`src/rtl/bus_cmd_pkg.sv`:
```
package bus_cmd_pkg;
    localparam int STAT_W = 3;
    localparam logic [STAT_W-1:0] ST_PASSIVE = 3'b111;
    localparam logic [STAT_W-1:0] ST_MEM_RD  = 3'b101;
    localparam logic [STAT_W-1:0] ST_MEM_WR  = 3'b110;

    typedef enum logic [1:0] {PH_IDLE, PH_T1, PH_T2, PH_T3} phase_e;

    typedef struct packed {
        phase_e phase;
        logic   is_rd;
        logic   is_wr;
        logic   ale;
        logic   rd_n;
        logic   wr_n;
        logic   wr_early_n;
        logic   tx;
        logic   en;
    } ctl_t;
endpackage

```
`src/rtl/cycle_start_det.sv`:
```
module cycle_start_det
    import bus_cmd_pkg::*;
(
    input  logic              clk,
    input  logic              rst,
    input  logic [STAT_W-1:0] stat,
    output logic              passive,
    output logic              start
);
    logic [STAT_W-1:0] prev_d, prev_q;

    always_comb begin
        passive = (stat == ST_PASSIVE);
        start   = (prev_q == ST_PASSIVE) && !passive;
        prev_d  = stat;
    end

    always_ff @(posedge clk) begin
        if (rst) prev_q <= ST_PASSIVE;
        else     prev_q <= prev_d;
    end
endmodule

```
`src/rtl/status_classify.sv`:
```
module status_classify
    import bus_cmd_pkg::*;
(
    input  logic [STAT_W-1:0] stat,
    output logic              is_rd,
    output logic              is_wr
);
    always_comb begin
        is_rd = (stat == ST_MEM_RD);
        is_wr = (stat == ST_MEM_WR);
    end
endmodule

```
`src/rtl/bus_cmd_decoder.sv`:
```
module bus_cmd_decoder
    import bus_cmd_pkg::*;
(
    input  logic              clk,
    input  logic              rst,
    input  logic [STAT_W-1:0] bus_stat,
    output logic              ale,
    output logic              mem_rd_n,
    output logic              mem_wr_n,
    output logic              mem_wr_early_n,
    output logic              xcvr_tx,
    output logic              xcvr_en
);
    logic passive, start, cls_rd, cls_wr;
    ctl_t ctl_d, ctl_q;

    cycle_start_det u_start (
        .clk     (clk),
        .rst     (rst),
        .stat    (bus_stat),
        .passive (passive),
        .start   (start)
    );

    status_classify u_cls (
        .stat  (bus_stat),
        .is_rd (cls_rd),
        .is_wr (cls_wr)
    );

    localparam ctl_t CTL_IDLE = '{phase: PH_IDLE, is_rd: 1'b0, is_wr: 1'b0,
                                  ale: 1'b0, rd_n: 1'b1, wr_n: 1'b1,
                                  wr_early_n: 1'b1, tx: 1'b0, en: 1'b0};

    always_comb begin
        ctl_d     = ctl_q;
        ctl_d.ale = 1'b0;
        case (ctl_q.phase)
            PH_IDLE: begin
                if (start) begin
                    ctl_d.phase = PH_T1;
                    ctl_d.is_rd = cls_rd;
                    ctl_d.is_wr = cls_wr;
                    ctl_d.ale   = 1'b1;
                    ctl_d.tx    = cls_wr;
                end
            end
            PH_T1: begin
                if (passive) begin
                    ctl_d = CTL_IDLE;
                end else begin
                    ctl_d.phase      = PH_T2;
                    ctl_d.rd_n       = !ctl_q.is_rd;
                    ctl_d.wr_early_n = !ctl_q.is_wr;
                    ctl_d.en         = ctl_q.is_rd || ctl_q.is_wr;
                end
            end
            PH_T2: begin
                if (passive) begin
                    ctl_d = CTL_IDLE;
                end else begin
                    ctl_d.phase = PH_T3;
                    ctl_d.wr_n  = !ctl_q.is_wr;
                end
            end
            default: begin
                if (passive) ctl_d = CTL_IDLE;
            end
        endcase
    end

    always_ff @(posedge clk) begin
        if (rst) ctl_q <= CTL_IDLE;
        else     ctl_q <= ctl_d;
    end

    assign ale            = ctl_q.ale;
    assign mem_rd_n       = ctl_q.rd_n;
    assign mem_wr_n       = ctl_q.wr_n;
    assign mem_wr_early_n = ctl_q.wr_early_n;
    assign xcvr_tx        = ctl_q.tx;
    assign xcvr_en        = ctl_q.en;

    AST_RESET_IDLE: assert property (@(posedge clk)
        rst |=> (mem_rd_n && mem_wr_n && mem_wr_early_n && !ale && !xcvr_en));
    AST_ALE_SINGLE: assert property (@(posedge clk) disable iff (rst)
        ale |=> !ale);
    AST_RD_WR_EXCL: assert property (@(posedge clk) disable iff (rst)
        !(!mem_rd_n && !mem_wr_early_n));
    AST_EARLY_BEFORE_WR: assert property (@(posedge clk) disable iff (rst)
        $fell(mem_wr_n) |-> $past(!mem_wr_early_n));
    AST_PASSIVE_RELEASE: assert property (@(posedge clk) disable iff (rst)
        (bus_stat == ST_PASSIVE) |=> (mem_rd_n && mem_wr_n && mem_wr_early_n && !xcvr_en));
    AST_EN_NEEDS_CMD: assert property (@(posedge clk) disable iff (rst)
        xcvr_en |-> (!mem_rd_n || !mem_wr_early_n));
endmodule

```
`config.mk`:
```
export PLATFORM = sky130hd
export DESIGN_NAME = bus_cmd_decoder
export DESIGN_NICKNAME = d
export VERILOG_FILES = /design/src/rtl/bus_cmd_pkg.sv /design/src/rtl/cycle_start_det.sv /design/src/rtl/status_classify.sv /design/src/rtl/bus_cmd_decoder.sv
export SDC_FILE = /design/constraint.sdc
export NUM_CORES = 1
export LEC_CHECK = 0
export BUFFER_PORTS_ARGS = -buffer_cell sky130_fd_sc_hd__buf_2
export CELL_PAD_IN_SITES_DETAIL_PLACEMENT = 1
export CELL_PAD_IN_SITES_GLOBAL_PLACEMENT = 2
export CORE_UTILIZATION = 26
export DETAILED_ROUTE_END_ITERATION = 10
export GPL_ROUTABILITY_DRIVEN = 0
export PLACE_DENSITY_LB_ADDON = 0.08
export SYNTH_ARGS = -nofsm -noshare
export SYNTH_HDL_FRONTEND = slang
export SYNTH_SLANG_ARGS = --single-unit
```
`constraint.sdc`:
```
create_clock -name clk -period 1.9 [get_ports clk]
set_input_delay 0 -clock clk [delete_from_list [all_inputs] [get_ports clk]]
set_output_delay 0 -clock clk [all_outputs]
set_load 0.02 [all_outputs]
```
# Word level (Yosys, flattened, before mapping)
# Index checks and enable logic that the tools add are counted.
[totals]
register_bits = 13
input_bits = 5
wordCells = 51
[classes]
n_eq_ne = 9
muxes = 17
bitwise = 1
n_reduce_logical = 14
[op_table]
columns = ["op", "count"]
rows = [
  ["$pmux W5 S3", 1],
  ["$eq A3 B3 Y1 const B", 4],
  ["$mux W10", 1],
  ["$pmux W3 S3", 1],
  ["$mux W1", 6],
  ["$mux W3", 2],
  ["$ne A2 B2 Y1 const B", 3],
  ["$pmux W1 S3", 2],
  ["$reduce_and A3 Y1", 2],
  ["$reduce_bool A2 Y1", 3],
  ["$mux W5", 1],
  ["$mux W2", 2],
  ["$mux W4", 1],
  ["$reduce_and A4 Y1", 1],
  ["$reduce_bool A4 Y1", 1],
  ["$logic_not A1 Y1", 3],
  ["$eq A2 B1 Y1 const B", 1],
  ["$eq A2 B2 Y1 const B", 1],
  ["$logic_not A2 Y1", 1],
  ["$reduce_and A2 Y1", 1],
  ["$logic_and A1 B1 Y1", 1],
  ["$logic_or A1 B1 Y1", 1],
  ["$not A1 Y1", 1],
]

# Logic depth before layout (Yosys ltp)
# Gate-level depths: netlist of run 1.
[logic_depth]
depth_word = 5
depth_mapped = 7

# Cells and area by module
# A second synthesis of run 1 with hierarchy kept.
[unflattened]
hier_cells = 77
area_unflattened_um2 = 730.7
[modules_own_cells]
columns = ["module", "instances", "cells_each", "area_per_inst_um2", "seq_area_each_um2"]
rows = [
  ["bus_cmd_decoder", 1, 66, 611.8, 200.2],
  ["cycle_start_det", 1, 9, 101.3, 60.1],
  ["status_classify", 1, 2, 17.5, 0.0],
]

# Worst setup path before layout of run 1
# Ideal clock, no wire load.
[synth_path]
path_kind = "register -> register"
start = "reg ctl_q[9] in the netlist's numbering"
end = "reg ctl_q[6] in the netlist's numbering"
setup_time_ns = 0.101
arrival_time_ns = 1.414
slack_ns = 0.385
path_stages_with_launch = 6
path_cell_list = "dfxtp_1 -> inv_1 -> ha_1 -> nor2_1 -> nand4_1 -> o41ai_1"
[synth_between]
elab_chain_len = 3
[synth_lines]
columns = ["element", "line", "source"]
rows = [
  ["start: declaration", "bus_cmd_decoder.sv:15", "ctl_t ctl_d, ctl_q;"],
  ["start signal: assignment", "bus_cmd_decoder.sv:74", "else ctl_q <= ctl_d;"],
  ["$eq A2 B1 Y1, or another cell as far along", "bus_cmd_decoder.sv:38", "case (ctl_q.phase)"],
  ["$ne A2 B2 Y1 (no line) / $reduce_bool A2 Y1 (equally long branches)", "-", ""],
  ["$reduce_and A4 Y1 (no line)", "-", ""],
]
# Several ways; a longest one is shown, not always the timed one.
# A chain may end at the register's enable or synchronous reset.

# Final worst setup path of run 1
# Same ends and word-level chain as after synthesis.

==> metrics.md, run 1 <==
| Metric | Value |
|---|---|
| Outcome | `completed` |
| Final Cycle Share | `0.919` |
| P_sw | `0.315 mW` |
| Commonest non-fill, non-tap cell in the layout | `dfxtp_1` |
| Synth cell types | `29` |
| Critical Path RT | `2.08 ns` |
| Routed len/inst | `13.5 um` |
| Die height | `52.8 um` |
| DR vias | `600` |
| Post-synth ARST share | `0` |
| H-tree levels | `1` |
| WL final | `1610 um` |
| Die area | `2790 um^2` |
| Worst skew pair latency | `0.27 ns` |
| Total Neg Setup Slack | `0 ns` |
| Critical path data arrival time | `1.93 ns` |
| Register area share after synthesis | `0.387` |
| Leakage | `0.334 nW` |
| Total track usage | `0.131` |
| Final setup violation count | `0` |
| Slew margin rel. | `0.784` |
| Final Cell Area | `818 um^2` |
| Initial core utilization | `0.274` |
| ANT cells | `0` |
| Worst r2r path cells | `5` |
| # Post-CTS Setup Buffers | `0` |
| TritonCTS Sinks | `13` |
| Port bufs | `10` |
| Vias/cell | `5.04` |
| Crit path time final | `1.75 ns` |
| FMAX | `573 MHz` |
| Critical path class | `register to register` |
| Synth warn | `0` |
| RSZ-0062 raised after global routing | `no` |
| Comb pwr share | `0.408` |
| Antenna Nets Post-Route | `0` |
| Post-layout nets | `99` |
| Gr ovfl total | `0` |
| CP endpoint kind | `register` |
| Syn Inst Count | `72` |
| Synth Net Count | `81` |
| Mapped cell area | `672 um^2` |
| Placed standard-cell area | `762 um^2` |
| FF-to-FF Start | `ctl_q[9]$_SDFFE_PP0P_` |
| Max IR drop VDD | `0.373 mV` |
| Worst R2R Setup Slack | `0.15 ns` |
| First-pass GRT wire length | `2590 um` |
| Layout cells sized above 1 | `0.236` |
| Number of remaining DRC errors | `0` |
| Non-Filler Instances | `119` |
| Max cap viols | `0` |
| Clock network power share | `0.202` |
| Total power | `0.855 mW` |
| Initial antenna violation count | `0` |
| CTS tree | `yes` |
| Post-synth EDFFs | `0` |
| Cell Pwr Density | `1050 nW/um^2` |
| CTS clock-pin slew for the worst setup and hold paths | `0.09 ns` |
| Sequential Power Share | `0.390` |
| Root Driver | `clkbuf_4` |
| Main flop type after synthesis | `dfxtp_1` |
| Worst Tran Pin Value | `0.318 ns` |
| Hold crit path type | `input pin to register` |
| Worst r2r dst | `ctl_q[6]$_SDFFE_PP0P_` |
| Max Root-Sink Buffers | `2` |
| Post-synthesis register bit count | `13` |
| Critical Path Source Type | `register` |
| P&R area growth vs syn | `21.8%` |
| Die W | `52.8 um` |
| I/O Pins | `11` |
| Post-Place Cells | `112` |
| Vias in the first global route | `573` |
| Core Region | `2450 um^2` |
| CP Launch Point | `ctl_q[9]$_SDFFE_PP0P_` |
| Internal | `0.540 mW` |
| Final hold vios | `0` |
| 1st-iter DRT viols | `8` |
| Num CTS Buffers | `3` |
| CP max FO | `7` |
| Commonest cells after routing, fill and taps aside | `dfxtp_1 (13), buf_2 (10), nand3_1 (5), nand2_1 (5)` |
| Switch share | `0.369` |
| Worst setup endpoint | `ctl_q[6]$_SDFFE_PP0P_` |
| Syn_area_per_cell | `9.33 um^2` |
| Slew Limit Fails | `0` |
| Maximum number of pins on one net before global-route repair | `15` |
| Pre-antenna DRT Iters | `4` |
| DP HPWL | `1210 um` |
| FP Rows | `18` |
| Clk_skew | `0.00656 ns` |
==> synthesized netlist by cell type (2+ instances only) <==
master	count	area (um^2)
o41ai_1	2	17.5
nand2_1	5	18.8
mux2i_1	3	30.0
nor2_1	4	15.0
dfxtp_1	13	260
or2_2	3	18.8
o21ai_0	4	20.0
o32a_1	2	20.0
nand3_1	5	25.0
ha_1	4	50.1
inv_1	4	15.0
nor2b_1	2	12.5
and3_1	3	18.8
a21oi_1	3	15.0
==> cells by family after synthesis <==
| group | count (synthesis) | synth area share |
|---|---|---|
| adders and majority gates | 4 | 0.0745 |
| muxes | 4 | 0.0652 |
| AOI/OAI and AO/OA | 15 | 0.186 |
| and+or+nand+nor | 29 | 0.235 |
| DFF | 13 | 0.387 |
| buffers and inverters | 7 | 0.0521 |
==> routing by layer <==
metal	vias to the layer above	global-route usage	wire length, um
met5	-	0	0
met1	288	0.176	804
met2	12	0.196	736
met3	2	0.0348	54
li1	298	-	-
met4	0	0.0526	14
==> layout make-up <==
| type | count | area, um^2 |
|---|---|---|
| sequential | 13 | 260 |
| inverter | 4 | 15.0 |
| fill | 285 | 1640 |
| clock buffer | 4 | 26.3 |
| multi-input combinational | 52 | 377 |
| tap | 30 | 37.5 |
| timing repair buffer | 16 | 103 |
==> critical path, stage by stage, from the launching register on <==
cell	delay, ns
dfxtp_1	0.49
inv_1	0.11
ha_1	0.29
nor2_1	0.19
nand4_1	0.23
o41ai_1	0.34
==> state kept, by name (all words and copies together) (netlist names) <==
signal,count
ale,1
ctl_q,4
mem_rd_n,1
mem_wr_early_n,1
mem_wr_n,1
u_start.prev_q,3
xcvr_en,1
xcvr_tx,1
==> worst min-delay path by stage <==
| stage | cells past startpoint | slack (ns) | to | from |
|---|---|---|---|---|
| floorplan | 1 | 0.11 | u_start.prev_q[0]$_SDFF_PP1_ | bus_stat[0] |
| global placement | 2 | 0.26 | u_start.prev_q[1]$_SDFF_PP1_ | bus_stat[1] |
| detailed placement | 2 | 0.26 | u_start.prev_q[1]$_SDFF_PP1_ | bus_stat[1] |
| CTS | 2 | 0.06 | xcvr_en$_SDFFE_PP0P_ | rst |
| global route | 2 | 0.09 | xcvr_en$_SDFFE_PP0P_ | rst |
| finish | 2 | 0.07 | xcvr_en$_SDFFE_PP0P_ | rst |
==> power groups by stage <==
stage	clock, mW	combinational, mW	sequential (mW)
after floorplan	0	0.228	0.350
after CTS	0.185	0.351	0.334
final	0.173	0.349	0.333
after detailed placement	0	0.345	0.340
after global routing	0.191	0.386	0.337
after global placement	0	0.348	0.339
==> timing repair <==
action,4_1_cts,5_1_grt
hold buffers,3,0
setup endpoints to repair,0,0
resized for setup,0,0
hold endpoints to repair,3,0
==> through the flow <==
stage / setup slack [ns] / util / hold WS [ns]
3_5_place_dp: 0.168 / 0.310 / 0.257
4_1_cts: 0.147 / 0.333 / 0.0635
5_1_grt: 0.0194 / 0.333 / 0.0897
2_1_floorplan: 0.385 / - / 0.107
3_3_place_gp: 0.136 / 0.310 / 0.258
6_report: 0.154 / 0.333 / 0.0698
No activity file was read; power rests on OpenSTA's default activity.
==> run 2, diff against run 1 <==
Settings changed: CORE_UTILIZATION 26 to 32.
==> run 2 against run 1 <==
  * Utilization is 7.9 points higher
  * Wire length is 4.2% lower
  * Cell count is 3.4% lower
  * Fmax is 2.5% higher
  * Setup slack better by 0.042 ns
  * Die area is 18% lower
  * Sequential power hardly changed
  * Hold slack worse by 0.0018 ns
  * Clock-buffer cell count stayed put
==> metrics.md, run 2 (synthesized netlist as in run 1, its figures left out) <==
| Metric | Value |
|---|---|
| Final Util | `0.412 (+0.0787)` |
| FP Rows | `16 (-2)` |
| CTS tree | `yes` |
| Hold crit path type | `input pin to register` |
| Initial antenna violation count | `0 (unchanged)` |
| First-pass GRT wire length | `2410 um (-7.2%)` |
| Final Cycle Share | `0.897 (-0.0221)` |
| Critical Path Source Type | `register` |
| Number of remaining DRC errors | `0 (unchanged)` |
| DR vias | `569 (-5.2%)` |
| Num CTS Buffers | `3 (unchanged)` |
| Critical path data arrival time | `1.88 ns (-0.05 ns)` |
| CP cell instances | `inv_1 > ha_1 > nor2_1 > nand4_1 > o41ai_1` |
| Commonest non-fill, non-tap cell in the layout | `dfxtp_1` |
| 1st-iter DRT viols | `10 (+2)` |
| Critical path class | `register to register` |
| Outcome | `completed` |
| ANT cells | `0 (unchanged)` |
| Die W | `47.8 um (-9.5%)` |
| Max IR drop VDD | `0.405 mV (+8.7%)` |
| Commonest cells after routing, fill and taps aside | `dfxtp_1 (12), buf_2 (10), nand3_1 (5), nand2_1 (5)` |
| Total Neg Setup Slack | `0 ns (unchanged)` |
| Worst r2r dst | `ctl_q[6]$_SDFFE_PP0P_` |
| RSZ-0062 raised after global routing | `no` |
| CP Launch Point | `ctl_q[8]$_SDFFE_PP0P_` |
| Final hold vios | `0 (unchanged)` |
| CP endpoint kind | `register` |
| Cell Pwr Density | `1050 nW/um^2 (+0.14%)` |
| Worst setup endpoint | `ctl_q[6]$_SDFFE_PP0P_` |
| Slew margin rel. | `0.808 (+0.0239)` |
| Clock network power share | `0.204 (+0.002)` |
| Antenna Nets Post-Route | `0 (unchanged)` |
| Crit-path max cell delay | `0.42 ns (-0.07 ns)` |
| Maximum number of pins on one net before global-route repair | `15 (unchanged)` |
| Switch share | `0.367 (-0.00226)` |
| Critical Path RT | `2.08 ns (about the same)` |
| Die area | `2290 um^2 (-18%)` |
| Comb pwr share | `0.398 (-0.010)` |
| Worst r2r path cells | `5 (unchanged)` |
| Vias in the first global route | `526 (-8.2%)` |
| Cell count along the critical path | `5 (unchanged)` |
| Regs by FF count | `ctl_q x4, u_start.prev_q x3` |
| Slew Limit Fails | `0 (unchanged)` |
| Leakage | `0.330 nW (-1.5%)` |
| Slowest CP cell | `dfxtp_1` |
| Final setup violation count | `0 (unchanged)` |
| Vias/cell | `4.95 (-1.9%)` |
| P&R area growth vs syn | `20.3%` |
| FMAX | `587 MHz (+2.5%)` |
| FF-to-FF Start | `ctl_q[8]$_SDFFE_PP0P_` |
| Gr ovfl total | `0 (unchanged)` |
| CTS clock-pin slew for the worst setup and hold paths | `0.08 ns (about the same)` |
| Total track usage | `0.156 (+0.0246)` |
| Initial core utilization | `0.342 (+0.0688)` |
| Die height | `47.8 um (-9.5%)` |
| Sequential Power Share | `0.398 (+0.008)` |
| Clk_skew | `0.00565 ns (-0.000916 ns)` |
| Worst R2R Setup Slack | `0.20 ns (+0.04 ns)` |
| Max Root-Sink Buffers | `2 (unchanged)` |
| Pre-antenna DRT Iters | `6 (+2)` |
| Layout cells sized above 1 | `0.239 (+0.00268)` |
| TritonCTS Sinks | `13 (unchanged)` |
| Port bufs | `10 (unchanged)` |
| Worst Tran Pin Value | `0.283 ns (-0.0351 ns)` |
| I/O Pins | `11 (unchanged)` |
| Number of fill cells in the layout | `262 (-8.1%)` |
| Crit path time final | `1.70 ns (-0.0419 ns)` |
| Post-layout nets | `98 (-1.0%)` |
| Core Region | `1960 um^2 (-20%)` |
| CP delay by family, top | `simple AND/OR/NAND/NOR gates` |
| CP bufs+invs | `1 (unchanged)` |
| H-tree levels | `1 (unchanged)` |
| Root Driver | `clkbuf_4` |
| Most flops, register | `ctl_q` |
| Max cap viols | `0 (unchanged)` |
| P_sw | `0.310 mW (-1.7%)` |
| DP HPWL | `1090 um (-9.9%)` |
| WL final | `1540 um (-4.2%)` |
| Worst skew pair latency | `0.28 ns (about the same)` |
| Max FFs per register | `4 (unchanged)` |
| CP max FO | `5 (-2)` |
| Internal | `0.536 mW (-0.74%)` |
| Routed len/inst | `13.4 um (-0.89%)` |
==> run 2: cell count changes in the layout (fill, tap and decap cells not counted) <==
cell     change
buf_4        -1
dfxtp_2      +1
dfxtp_1      -1
==> run 2: stage by stage <==
| stage | instance area (um^2) | std cells | total power, mW | worst slack [ns] | hold WS (ns) |
|---|---|---|---|---|---|
| global route | 808 | 115 | 0.912 | 0.0506 | 0.0859 |
| CTS | 807 | 115 | 0.851 | 0.136 | 0.0704 |
| detailed placement | 751 | 108 | 0.672 | 0.166 | 0.246 |
| global placement | 751 | 108 | 0.675 | 0.191 | 0.255 |
| finish | 808 | 115 | 0.846 | 0.196 | 0.0680 |
| floorplan | 672 | 72 | 0.577 | 0.385 | 0.107 |
==> run 2: area by class of cell <==
cell class	instances	area, um^2	area share
multi-input cells	52	377	0.466
flip-flops and latches	13	262	0.324
repair buffers	15	95.1	0.118
well taps	27	33.8	0.0418
clock buffers	4	26.3	0.0325
inverters	4	15.0	0.0186
==> run 2: power groups by stage <==
stage	sequential, mW	clock (mW)	combinational (mW)
after global placement	0.338	0	0.337
final	0.336	0.173	0.337
after detailed placement	0.340	0	0.332
after global routing	0.340	0.201	0.370
after floorplan	0.350	0	0.228
after CTS	0.335	0.179	0.338
==> run 2: worst min path at each step <==
stage                     start                            to  slack, ns  cells past startpoint
floorplan           bus_stat[0]  u_start.prev_q[0]$_SDFF_PP1_       0.11                      1
global placement    bus_stat[1]  u_start.prev_q[1]$_SDFF_PP1_       0.25                      2
detailed placement  bus_stat[1]  u_start.prev_q[1]$_SDFF_PP1_       0.25                      2
CTS                         rst          xcvr_en$_SDFFE_PP0P_       0.07                      2
global route                rst          xcvr_en$_SDFFE_PP0P_       0.09                      2
finish                      rst          xcvr_en$_SDFFE_PP0P_       0.07                      2
==> run 2: worst reg2reg max path, delay by kind of cell (launching register included) <==
family | cells | cell delay [ns]
flip-flops | 1 | 0.42
adder cells (fa/ha/maj) | 1 | 0.28
buffers and inverters | 1 | 0.11
AND/OR/NAND/NOR | 2 | 0.44
AO/OA/AOI/OAI | 1 | 0.35
==> run 2: what timing repair did <==
| item | 4_1_cts | 5_1_grt |
|---|---|---|
| hold buffers | 3 | 0 |
| endpoints found under the setup margin | 0 | 2 |
| gates resized for setup | 0 | 1 |
| hold endpoints to repair | 3 | 0 |
| setup buffers | 0 | 0 |
==> run 2: layer usage <==
metal	vias to the layer above	wire length, um	track usage
met1	258	800	0.214
met2	11	663	0.216
met5	-	0	0
met3	5	48	0.0453
met4	0	29	0.0889
li1	295	-	-
==> run 3, diff against run 2 <==
Settings changed: REMOVE_ABC_BUFFERS set to 1.
==> run 3 against run 2 <==
  * Wire length about the same
  * Register-to-register slack gained 0.03 ns
  * Global-route usage increased by 0.61 points
  * Non-clock buffer count is 1 higher
  * Combinational power grew 3%
  * Via count up 3.5%
  * Critical path type unchanged
  * Largest cell class unchanged
==> metrics.md, run 3 (synthesized netlist as in run 1, its figures left out) <==
| Metric | Value |
|---|---|
| Outcome | `completed` |
| Port bufs | `10 (unchanged)` |
| Post-layout nets | `99 (+1.0%)` |
| Worst r2r dst | `ctl_q[6]$_SDFFE_PP0P_` |
| Num CTS Buffers | `3 (unchanged)` |
| Worst skew pair latency | `0.27 ns (about the same)` |
| Worst r2r path cells | `5 (unchanged)` |
| Switch share | `0.364 (-0.00268)` |
| Pre-antenna DRT Iters | `4 (-2)` |
| Met3 Usage GRT | `0.0226 (-0.0226)` |
| Initial core utilization | `0.342 (unchanged)` |
| Min Hold Slack | `0.0801 ns (+0.0121 ns)` |
| Sequential Power Share | `0.395 (-0.003)` |
| Vias/cell | `5.08 (+2.6%)` |
| Internal | `0.543 mW (+1.3%)` |
| CP max FO | `7 (+2)` |
| CP Launch Point | `ctl_q[9]$_SDFFE_PP0P_` |
| FF-to-FF Start | `ctl_q[9]$_SDFFE_PP0P_` |
| Commonest non-fill, non-tap cell in the layout | `dfxtp_1` |
| Number of remaining DRC errors | `0 (unchanged)` |
| Regs by FF count | `ctl_q x4, u_start.prev_q x3` |
| Slew margin rel. | `0.806 (-0.00162)` |
| FP Rows | `16 (unchanged)` |
| Die W | `47.8 um (unchanged)` |
| 1st-iter DRT viols | `5 (-5)` |
| FMAX | `597 MHz (+1.8%)` |
| Die height | `47.8 um (unchanged)` |
| Worst setup endpoint | `ctl_q[6]$_SDFFE_PP0P_` |
| I/O Pins | `11 (unchanged)` |
| Root Driver | `clkbuf_4` |
| Crit path time final | `1.67 ns (-0.0298 ns)` |
| Critical path data arrival time | `1.84 ns (-0.04 ns)` |
| Max FFs per register | `4 (unchanged)` |
| GR Util met2 | `0.232 (+0.0162)` |
| DP HPWL | `1130 um (+3.5%)` |
| H-tree levels | `1 (unchanged)` |
| CTS clock-pin slew for the worst setup and hold paths | `0.08 ns (about the same)` |
| Commonest cells after routing, fill and taps aside | `dfxtp_1 (11), buf_2 (10), nand3_1 (5), nand2_1 (5)` |
| Cell Pwr Density | `1040 nW/um^2 (-0.22%)` |
| Worst R2R Setup Slack | `0.23 ns (+0.03 ns)` |
| RSZ-0062 raised after global routing | `no` |
| Routed len/inst | `13.3 um (-0.80%)` |
| Total Neg Setup Slack | `0 ns (unchanged)` |
| CP endpoint kind | `register` |
| Final hold vios | `0 (unchanged)` |
| GR Util met1 | `0.234 (+0.0199)` |
| Critical Path RT | `2.07 ns (about the same)` |
| Max cap viols | `0 (unchanged)` |
| Maximum number of pins on one net before global-route repair | `15 (unchanged)` |
| Critical path class | `register to register` |
| Total track usage | `0.162 (+0.00605)` |
| CTS tree | `yes` |
| Worst Tran Pin Value | `0.285 ns (+0.00239 ns)` |
| Initial antenna violation count | `0 (unchanged)` |
| Final setup violation count | `0 (unchanged)` |
| Layer with the highest usage | `met1` |
| TritonCTS Sinks | `13 (unchanged)` |
| # Post-CTS Setup Buffers | `0 (unchanged)` |
| Number of fill cells in the layout | `253 (-3.4%)` |
| Hold crit path type | `input pin to register` |
| Total power | `0.853 mW (+0.86%)` |
| WL final | `1540 um (about the same)` |
| Gr ovfl total | `0 (unchanged)` |
| P_sw | `0.310 mW (+0.12%)` |
| Die area | `2290 um^2 (unchanged)` |
| ANT cells | `0 (unchanged)` |
| P&R area growth vs syn | `21.6%` |
| DR vias | `589 (+3.5%)` |
| Most flops, register | `ctl_q` |
| Core Region | `1960 um^2 (unchanged)` |
| Clock network power share | `0.199 (-0.005)` |
| Vias in the first global route | `540 (+2.7%)` |
| Slew Limit Fails | `0 (unchanged)` |
| Critical Path Source Type | `register` |
| Final Cycle Share | `0.881 (-0.0157)` |
| Comb pwr share | `0.406 (+0.008)` |
| Clk_skew | `0.00251 ns (-0.00314 ns)` |
| Layout cells sized above 1 | `0.258 (+0.0198)` |
| Leakage | `0.335 nW (+1.7%)` |
| Max IR drop VDD | `0.448 mV (+11%)` |
| First-pass GRT wire length | `2530 um (+4.9%)` |
| Max Root-Sink Buffers | `2 (unchanged)` |
| Antenna Nets Post-Route | `0 (unchanged)` |
[run 3: cell types whose count changed in the layout (fill, tap and decap cells not counted)]
cell,previous run,this run
buf_4,2,3
dfxtp_1,12,11
dfxtp_2,1,2
[run 3: per-stage QoR]
stage | cells | setup WS, ns | util | area [um^2]
final | 116 | 0.226 | 0.416 | 817
after floorplan | 69 | 0.383 | - | 652
after detailed placement | 109 | 0.115 | 0.386 | 758
after global placement | 109 | 0.194 | 0.386 | 758
after global routing | 116 | 0.0204 | 0.416 | 817
after CTS | 116 | 0.0828 | 0.415 | 815
[run 3: layout make-up]
cell class	instances	area, um^2	share of cell area
tap	27	33.8	0.0413
inverter	4	15.0	0.0184
timing repair buffer	16	103	0.126
sequential	13	263	0.322
clock buffer	4	26.3	0.0322
multi-input combinational	52	377	0.461
[run 3: power groups by stage]
stage	Sequential, mW	Combinational (mW)	Clock (mW)
6_report	0.337	0.346	0.169
5_1_grt	0.343	0.385	0.192
4_1_cts	0.335	0.350	0.180
3_5_place_dp	0.341	0.343	0
3_3_place_gp	0.338	0.345	0
2_1_floorplan	0.350	0.220	0
[run 3: routing by layer]
metal,vias up,share of wire,wire (um)
li1,298,-,-
met1,277,0.51,788
met2,10,0.45,699
met3,4,0.023,36
met4,0,0.012,19
met5,-,0,0
[run 3: worst min path at each step]
stage	start	endpoint	slack, ns	depth (start not counted)
floorplan	rst	ctl_q[9]$_SDFFE_PP0P_	0.07	1
global placement	bus_stat[1]	u_start.prev_q[1]$_SDFF_PP1_	0.26	2
detailed placement	bus_stat[2]	u_start.prev_q[2]$_SDFF_PP1_	0.25	2
CTS	rst	xcvr_en$_SDFFE_PP0P_	0.07	2
global route	rst	xcvr_en$_SDFFE_PP0P_	0.09	2
finish	rst	xcvr_en$_SDFFE_PP0P_	0.08	2
[run 3: critical path: stages (launching register included)]
cell	delay, ns
dfxtp_2	0.42
inv_1	0.08
ha_1	0.28
nor2_1	0.20
nand4_1	0.24
o41ai_1	0.36
[run 3: timing repair]
| item | CTS | global route |
|---|---|---|
| endpoints found under the hold margin | 3 | 0 |
| setup endpoints to repair | 0 | 3 |
| hold buffers | 3 | 0 |
| gates resized for setup | 0 | 2 |
